[config.mk]
export PLATFORM = sky130hd
export DESIGN_NAME = cap_timer
export DESIGN_NICKNAME = d
export VERILOG_FILES = /design/src/rtl/cap_timer_pkg.sv /design/src/rtl/cap_timer_sync_edge.sv /design/src/rtl/cap_timer_prescale.sv /design/src/rtl/cap_timer_core.sv /design/src/rtl/cap_timer.sv
export SDC_FILE = /design/constraint.sdc
export NUM_CORES = 1
export LEC_CHECK = 0
export ABC_AREA = 1
export CAP_MARGIN = 40
export CORE_MARGIN = 5
export CORE_UTILIZATION = 55
export DETAILED_ROUTE_END_ITERATION = 8
export DONT_BUFFER_PORTS = 1
export PLACE_DENSITY = 0.7
export SLEW_MARGIN = 10
export SYNTH_ARGS = -nofsm -noshare
export SYNTH_HDL_FRONTEND = slang
export SYNTH_SLANG_ARGS = --single-unit
[constraint.sdc]
create_clock -name clk -period 1.6 [get_ports clk]
set_input_delay 0.16 -clock clk [delete_from_list [all_inputs] [get_ports clk]]
set_output_delay 0.16 -clock clk [all_outputs]
set_load 0.01 [all_outputs]
[src/rtl/cap_timer_pkg.sv]
package cap_timer_pkg;
  localparam int ADDR_W = 3;
  localparam int BYTE_W = 8;

  typedef enum logic [ADDR_W-1:0] {
    A_CTRL  = 3'd0,
    A_STAT  = 3'd1,
    A_CNT_H = 3'd2,
    A_CNT_L = 3'd3,
    A_RLD_H = 3'd4,
    A_RLD_L = 3'd5,
    A_CAP_H = 3'd6,
    A_CAP_L = 3'd7
  } reg_addr_e;

  localparam int EN_BIT  = 7;
  localparam int POL_BIT = 6;
endpackage

[src/rtl/cap_timer_sync_edge.sv]
module cap_timer_sync_edge #(
  parameter int STAGES = 2
) (
  input  logic clk,
  input  logic rst_n,
  input  logic pin_i,
  input  logic fall_sel_i,
  output logic edge_o
);
  logic [STAGES:0] sh_q;
  logic [STAGES:0] sh_d;
  logic            now_lvl;
  logic            prev_lvl;

  always_comb begin
    sh_d = {sh_q[STAGES-1:0], pin_i};
  end

  always_ff @(posedge clk or negedge rst_n) begin
    if (!rst_n) sh_q <= '0;
    else        sh_q <= sh_d;
  end

  assign now_lvl  = sh_q[STAGES-1];
  assign prev_lvl = sh_q[STAGES];
  assign edge_o   = fall_sel_i ? (prev_lvl & ~now_lvl) : (now_lvl & ~prev_lvl);
endmodule

[src/rtl/cap_timer_prescale.sv]
module cap_timer_prescale #(
  parameter int SEL_W = 3
) (
  input  logic             clk,
  input  logic             rst_n,
  input  logic             run_i,
  input  logic [SEL_W-1:0] sel_i,
  output logic             tick_o
);
  localparam int PCNT_W = (1 << SEL_W) - 1;

  logic [PCNT_W-1:0] pcnt_q;
  logic [PCNT_W-1:0] pcnt_d;
  logic [PCNT_W-1:0] mask;

  always_comb begin
    mask   = (PCNT_W'(1) << sel_i) - PCNT_W'(1);
    pcnt_d = run_i ? pcnt_q + PCNT_W'(1) : '0;
  end

  always_ff @(posedge clk or negedge rst_n) begin
    if (!rst_n) pcnt_q <= '0;
    else        pcnt_q <= pcnt_d;
  end

  assign tick_o = run_i && ((pcnt_q & mask) == mask);
endmodule

[src/rtl/cap_timer_core.sv]
module cap_timer_core #(
  parameter int CNT_W = 16
) (
  input  logic             clk,
  input  logic             rst_n,
  input  logic             tick_i,
  input  logic             cap_evt_i,
  input  logic [CNT_W-1:0] reload_i,
  input  logic             cnt_wr_hi_i,
  input  logic             cnt_wr_lo_i,
  input  logic             cap_wr_hi_i,
  input  logic             cap_wr_lo_i,
  input  logic [7:0]       wdata_i,
  output logic [CNT_W-1:0] count_o,
  output logic [CNT_W-1:0] capture_o,
  output logic             flag_o,
  output logic             irq_o,
  output logic             reload_evt_o
);
  logic [CNT_W-1:0] cnt_q, cnt_d;
  logic [CNT_W-1:0] cap_q, cap_d;
  logic             flag_q, flag_d;
  logic             irq_q, irq_d;
  logic             hit;

  assign hit = tick_i && (cnt_q == reload_i);

  always_comb begin
    cnt_d = cnt_q;
    if (tick_i) cnt_d = hit ? CNT_W'(1) : cnt_q + CNT_W'(1);
    if (cnt_wr_hi_i) cnt_d[CNT_W-1:8] = wdata_i[CNT_W-9:0];
    if (cnt_wr_lo_i) cnt_d[7:0] = wdata_i;

    cap_d = cap_q;
    if (cap_wr_hi_i) cap_d[CNT_W-1:8] = wdata_i[CNT_W-9:0];
    if (cap_wr_lo_i) cap_d[7:0] = wdata_i;
    if (cap_evt_i)   cap_d = cnt_q;

    flag_d = flag_q;
    if (hit)       flag_d = 1'b0;
    if (cap_evt_i) flag_d = 1'b1;

    irq_d = cap_evt_i | hit;
  end

  always_ff @(posedge clk or negedge rst_n) begin
    if (!rst_n) begin
      cnt_q  <= '0;
      cap_q  <= '0;
      flag_q <= 1'b0;
      irq_q  <= 1'b0;
    end else begin
      cnt_q  <= cnt_d;
      cap_q  <= cap_d;
      flag_q <= flag_d;
      irq_q  <= irq_d;
    end
  end

  assign count_o      = cnt_q;
  assign capture_o    = cap_q;
  assign flag_o       = flag_q;
  assign irq_o        = irq_q;
  assign reload_evt_o = hit;
endmodule

[src/rtl/cap_timer.sv]
module cap_timer #(
  parameter int CNT_W       = 16,
  parameter int PS_W        = 3,
  parameter int SYNC_STAGES = 2
) (
  input  logic       clk,
  input  logic       rst_n,
  input  logic       wr_en,
  input  logic       rd_en,
  input  logic [2:0] addr,
  input  logic [7:0] wdata,
  output logic [7:0] rdata,
  input  logic       tmr_in,
  output logic       irq
);
  import cap_timer_pkg::*;

  localparam logic [7:0] CTRL_MASK = 8'((1 << EN_BIT) | (1 << POL_BIT) | ((1 << PS_W) - 1));

  reg_addr_e        ra;
  logic [7:0]       ctrl_q, ctrl_d;
  logic [CNT_W-1:0] reload_q, reload_d;
  logic [7:0]       cnt_hold_q, cnt_hold_d;
  logic [7:0]       cap_hold_q, cap_hold_d;
  logic             run;
  logic             pol;
  logic [PS_W-1:0]  psel;
  logic             tick;
  logic             edge_raw;
  logic             cap_evt;
  logic             reload_evt;
  logic             stat_flag;
  logic [CNT_W-1:0] count;
  logic [CNT_W-1:0] capture;
  logic             wr_ctrl, wr_cnt_h, wr_cnt_l, wr_rld_h, wr_rld_l, wr_cap_h, wr_cap_l;

  assign ra   = reg_addr_e'(addr);
  assign run  = ctrl_q[EN_BIT];
  assign pol  = ctrl_q[POL_BIT];
  assign psel = ctrl_q[PS_W-1:0];

  assign wr_ctrl  = wr_en && (ra == A_CTRL);
  assign wr_cnt_h = wr_en && (ra == A_CNT_H);
  assign wr_cnt_l = wr_en && (ra == A_CNT_L);
  assign wr_rld_h = wr_en && (ra == A_RLD_H);
  assign wr_rld_l = wr_en && (ra == A_RLD_L);
  assign wr_cap_h = wr_en && (ra == A_CAP_H);
  assign wr_cap_l = wr_en && (ra == A_CAP_L);

  cap_timer_prescale #(.SEL_W(PS_W)) u_prescale (
    .clk    (clk),
    .rst_n  (rst_n),
    .run_i  (run),
    .sel_i  (psel),
    .tick_o (tick)
  );

  cap_timer_sync_edge #(.STAGES(SYNC_STAGES)) u_sync_edge (
    .clk        (clk),
    .rst_n      (rst_n),
    .pin_i      (tmr_in),
    .fall_sel_i (pol),
    .edge_o     (edge_raw)
  );

  assign cap_evt = edge_raw & run;

  cap_timer_core #(.CNT_W(CNT_W)) u_core (
    .clk          (clk),
    .rst_n        (rst_n),
    .tick_i       (tick),
    .cap_evt_i    (cap_evt),
    .reload_i     (reload_q),
    .cnt_wr_hi_i  (wr_cnt_h),
    .cnt_wr_lo_i  (wr_cnt_l),
    .cap_wr_hi_i  (wr_cap_h),
    .cap_wr_lo_i  (wr_cap_l),
    .wdata_i      (wdata),
    .count_o      (count),
    .capture_o    (capture),
    .flag_o       (stat_flag),
    .irq_o        (irq),
    .reload_evt_o (reload_evt)
  );

  always_comb begin
    ctrl_d = wr_ctrl ? (wdata & CTRL_MASK) : ctrl_q;

    reload_d = reload_q;
    if (wr_rld_h) reload_d[CNT_W-1:8] = wdata[CNT_W-9:0];
    if (wr_rld_l) reload_d[7:0] = wdata;

    cnt_hold_d = (rd_en && ra == A_CNT_H) ? count[7:0]   : cnt_hold_q;
    cap_hold_d = (rd_en && ra == A_CAP_H) ? capture[7:0] : cap_hold_q;
  end

  always_ff @(posedge clk or negedge rst_n) begin
    if (!rst_n) begin
      ctrl_q     <= '0;
      reload_q   <= '0;
      cnt_hold_q <= '0;
      cap_hold_q <= '0;
    end else begin
      ctrl_q     <= ctrl_d;
      reload_q   <= reload_d;
      cnt_hold_q <= cnt_hold_d;
      cap_hold_q <= cap_hold_d;
    end
  end

  always_comb begin
    unique case (ra)
      A_CTRL:  rdata = ctrl_q;
      A_STAT:  rdata = {7'b0, stat_flag};
      A_CNT_H: rdata = 8'(count[CNT_W-1:8]);
      A_CNT_L: rdata = cnt_hold_q;
      A_RLD_H: rdata = 8'(reload_q[CNT_W-1:8]);
      A_RLD_L: rdata = reload_q[7:0];
      A_CAP_H: rdata = 8'(capture[CNT_W-1:8]);
      A_CAP_L: rdata = cap_hold_q;
      default: rdata = '0;
    endcase
  end
endmodule

==> results by group <==
Timing
  • RSZ-0062 raised after global routing: true
  • Final setup violating endpoints: 0
  • Max Slew Vio Count: 0
  • Final hold violations: 81
  • Fmax: 632 MHz
  • Final cycle utilization of the critical path: 99.0%
  • Minimum clock period: 1580 ps
  • Hold WS: -521 ps
  • Final Worst Setup Slack: 16.5 ps
  • Rel. slew slack: 63.4%
  • Actual slew at the worst max-slew pin: 548 ps
  • Final setup skew: 6.75 ps

Worst setup path
  • Worst Setup SP: u_core.count_o[13]
  • Worst R2R Setup Slack: 40 ps
  • Reg-to-reg endpoint: u_core.count_o[6]
  • Register-to-Register Path Depth: 9
  • Crit path max fanout: 3
  • Crit start category: flop
  • Cell depth of the worst setup path: 5
  • Critical Path Slowest Stage Cell: dfrtp_1
  • Crit-path leading delay family: flip-flops
  • Data arrival, critical path: 1420 ps
  • WP buf/inv: 2
  • Critical Path RT: 1440 ps
  • CP Cell Sequence: inv_2 > buf_6 > o22ai_2 > a221oi_2 > nand2_1
  • Setup CP Type: flop to primary output
  • Worst R2R Start: u_core.count_o[5]
  • CP peak stage delay: 420 ps
  • Critical Path Sink: rdata[5]
  • Worst setup EP type: primary output

Detailed routing
  • Iter 0 DRT Violations: 385
  • Via count: 4310
  • Wl on met1: 5.94 mm
  • Number of routed nets with antenna violations: 0
  • WL met2: 6.15 mm
  • Drt drc: 0
  • Max Used Layer: met4
  • Met3 wire len: 1.42 mm
  • First-pass iteration count of the detailed router: 5
  • Final Routed Wirelength: 13.8 mm
  • WL/cell: 17.9 um
  • Vias per inst: 5.59

Synthesis
  • Post-synth EDFFs: 0
  • Main flop type after synthesis: dfrtp_1
  • Syn_area_per_cell: 7.47 um2
  • Mapped Area: 4470 um2
  • Unique masters post-synth: 35
  • Commonest cells in the netlist: nand2_1 (208), dfrtp_1 (81), inv_1 (72)
  • Mapped Cells: 598
  • Top cells by area, synth: dfrtp_1 (45%), nand2_1 (17%), inv_1 (6.0%), nand3_1 (4.1%), o21ai_0 (3.7%)
  • Nets in the synthesized netlist: 616
  • Most frequent cell after synthesis: nand2_1
  • Synth Warn #: 0
  • Post-synth top area share: 45.4%
  • Synth Register Bits: 81
  • Register area share after synthesis: 45.4%
  • Post-synth top area cell: dfrtp_1
  • Ys async rst share: 100%

Power
  • Tot Pwr: 8060 uW
  • Lkg Pwr: 0.00276 uW
  • PwrDens: 1500 nW/um2
  • Maximum VDD drop: 0.000796 V

Floorplan
  • Die Span X: 100 um
  • Die area: 10000 um2
  • Rows: 32
  • Core box area: 7810 um2
  • Io pins: 25
  • Die Height: 100 um
  • Initial Util: 57.2%

Clock network
  • CTS sink cnt: 81
  • Hold Buf Count CTS: 10
  • CTS max path bufs: 2
  • Worst-path clk slew: 90 ps
  • Clock Latency Late Sink: 360 ps
  • H-tree levels: 3
  • Clock Root Buffer: clkbuf_8
  • Cts bufs inserted: 9
  • CTS tree: built

Status
  • Failing checks: negative hold slack
  • Status: complete, but fails checks

Placed design
  • IO Port Bufs: 0
  • Gpl congestion: 0.989
  • HPWL after detailed placement: 9.96 mm
  • Setup WS pre-CTS: -50.2 ps

Layout
  • Proportion of layout cells with a drive suffix above 1: 17.9%
  • Syn-to-layout area delta: 20.3%
  • Final core utilization: 68.8%
  • Nets@finish: 682
  • Number of fill cells in the layout: 659
  • Ant diodes: 0

Global routing
  • Initial antenna violation count: 0
  • Total track usage: 28.1%
  • Vias in the first global route: 4042
  • Global-route wire length before repair: 21.6 mm
  • Grt ovf: 0
  • Pin count of the biggest net entering global routing: 82

Flow run
  • Max Cap Violations: 0

Hold path
  • HP Class: primary input to asynchronous set/reset pin
[cells by family after synthesis]
kind of cell / synth area share [%]
AOI/OAI and AO/OA: 12.5
xor gates and xnor gates: 1.96
adders and majority gates: 0.560
buffers and inverters: 8.32
DFF: 45.4
muxes: 0.756
and+or+nand+nor: 30.5
[worst register-to-register path: cells and delay by family, from the launching register on]
| kind | cells | cell delay, ps |
|---|---|---|
| simple gates | 8 | 1000 |
| flops | 1 | 420 |
| buf+inv | 1 | 50 |
[stage by stage]
step	area (um2)	setup TNS (ps)	instances
CTS	5260	0	766
floorplan	4470	0	598
detailed placement	4870	-356	735
finish	5370	0	771
global placement	4870	-585	735
global route	5370	-394	771
[layout by cell type (no fill, tap or decap), types with 4 or more instances in the layout]
cell type	n
inv_2	14
dlygate4sd3_1	10
nor2_1	40
nand2_2	5
nand3b_1	6
a22oi_1	9
o221ai_1	16
dfrtp_2	7
o21ai_0	32
xor2_1	10
nand2_1	207
nor3_1	8
inv_1	68
nor2_4	4
clkbuf_8	10
buf_4	53
o22ai_1	4
dfrtp_1	74
nand3_1	34
a21oi_1	12
nand4_1	8
[timing repair]
action | CTS | global route
hold endpoints to repair | 112 | 81
pin swaps | 5 | 10
setup buffers | 5 | 5
resized for setup | 7 | 23
setup endpoints to repair | 18 | 27
[registers in the layout, summed over array words and instances (netlist names)]
name / cells
u_core.capture_o: 16
reload_q: 16
ctrl_q: 5
u_prescale.pcnt_q: 7
cap_hold_q: 8
u_core.irq_o: 1
u_core.count_o: 16
u_sync_edge.sh_q: 3
u_core.flag_o: 1
cnt_hold_q: 8
[per-layer routing]
| layer | track usage (%) | vias up |
|---|---|---|
| li1 | - | 2083 |
| met1 | 40.5 | 2012 |
| met2 | 43.1 | 189 |
| met3 | 7.02 | 26 |
| met4 | 6.11 | 0 |
| met5 | 0 | - |
[worst min path at each step]
stage / start / to / slack (ps)
detailed placement: rst_n / u_prescale.pcnt_q[6] / -130
global placement: rst_n / u_prescale.pcnt_q[6] / -130
floorplan: rst_n / cap_hold_q[0] / -140
CTS: rst_n / u_prescale.pcnt_q[6] / -530
global route: rst_n / u_prescale.pcnt_q[6] / -530
finish: rst_n / u_prescale.pcnt_q[3] / -520
[power breakdown]
group | internal, uW | switching (uW)
sequential | 2740 | 650
clock | 921 | 794
combinational | 1330 | 1640
[area by class of cell]
class / count / area [um2] / share of cell area [%]
sequential: 81 / 2040 / 37.9
clock buffer: 11 / 141 / 2.63
tap: 102 / 128 / 2.37
multi-input combinational: 424 / 2160 / 40.2
clock inverter: 5 / 78.8 / 1.47
inverter: 83 / 312 / 5.80
timing repair buffer: 65 / 520 / 9.69
No activity file was read; power rests on OpenSTA's default activity.
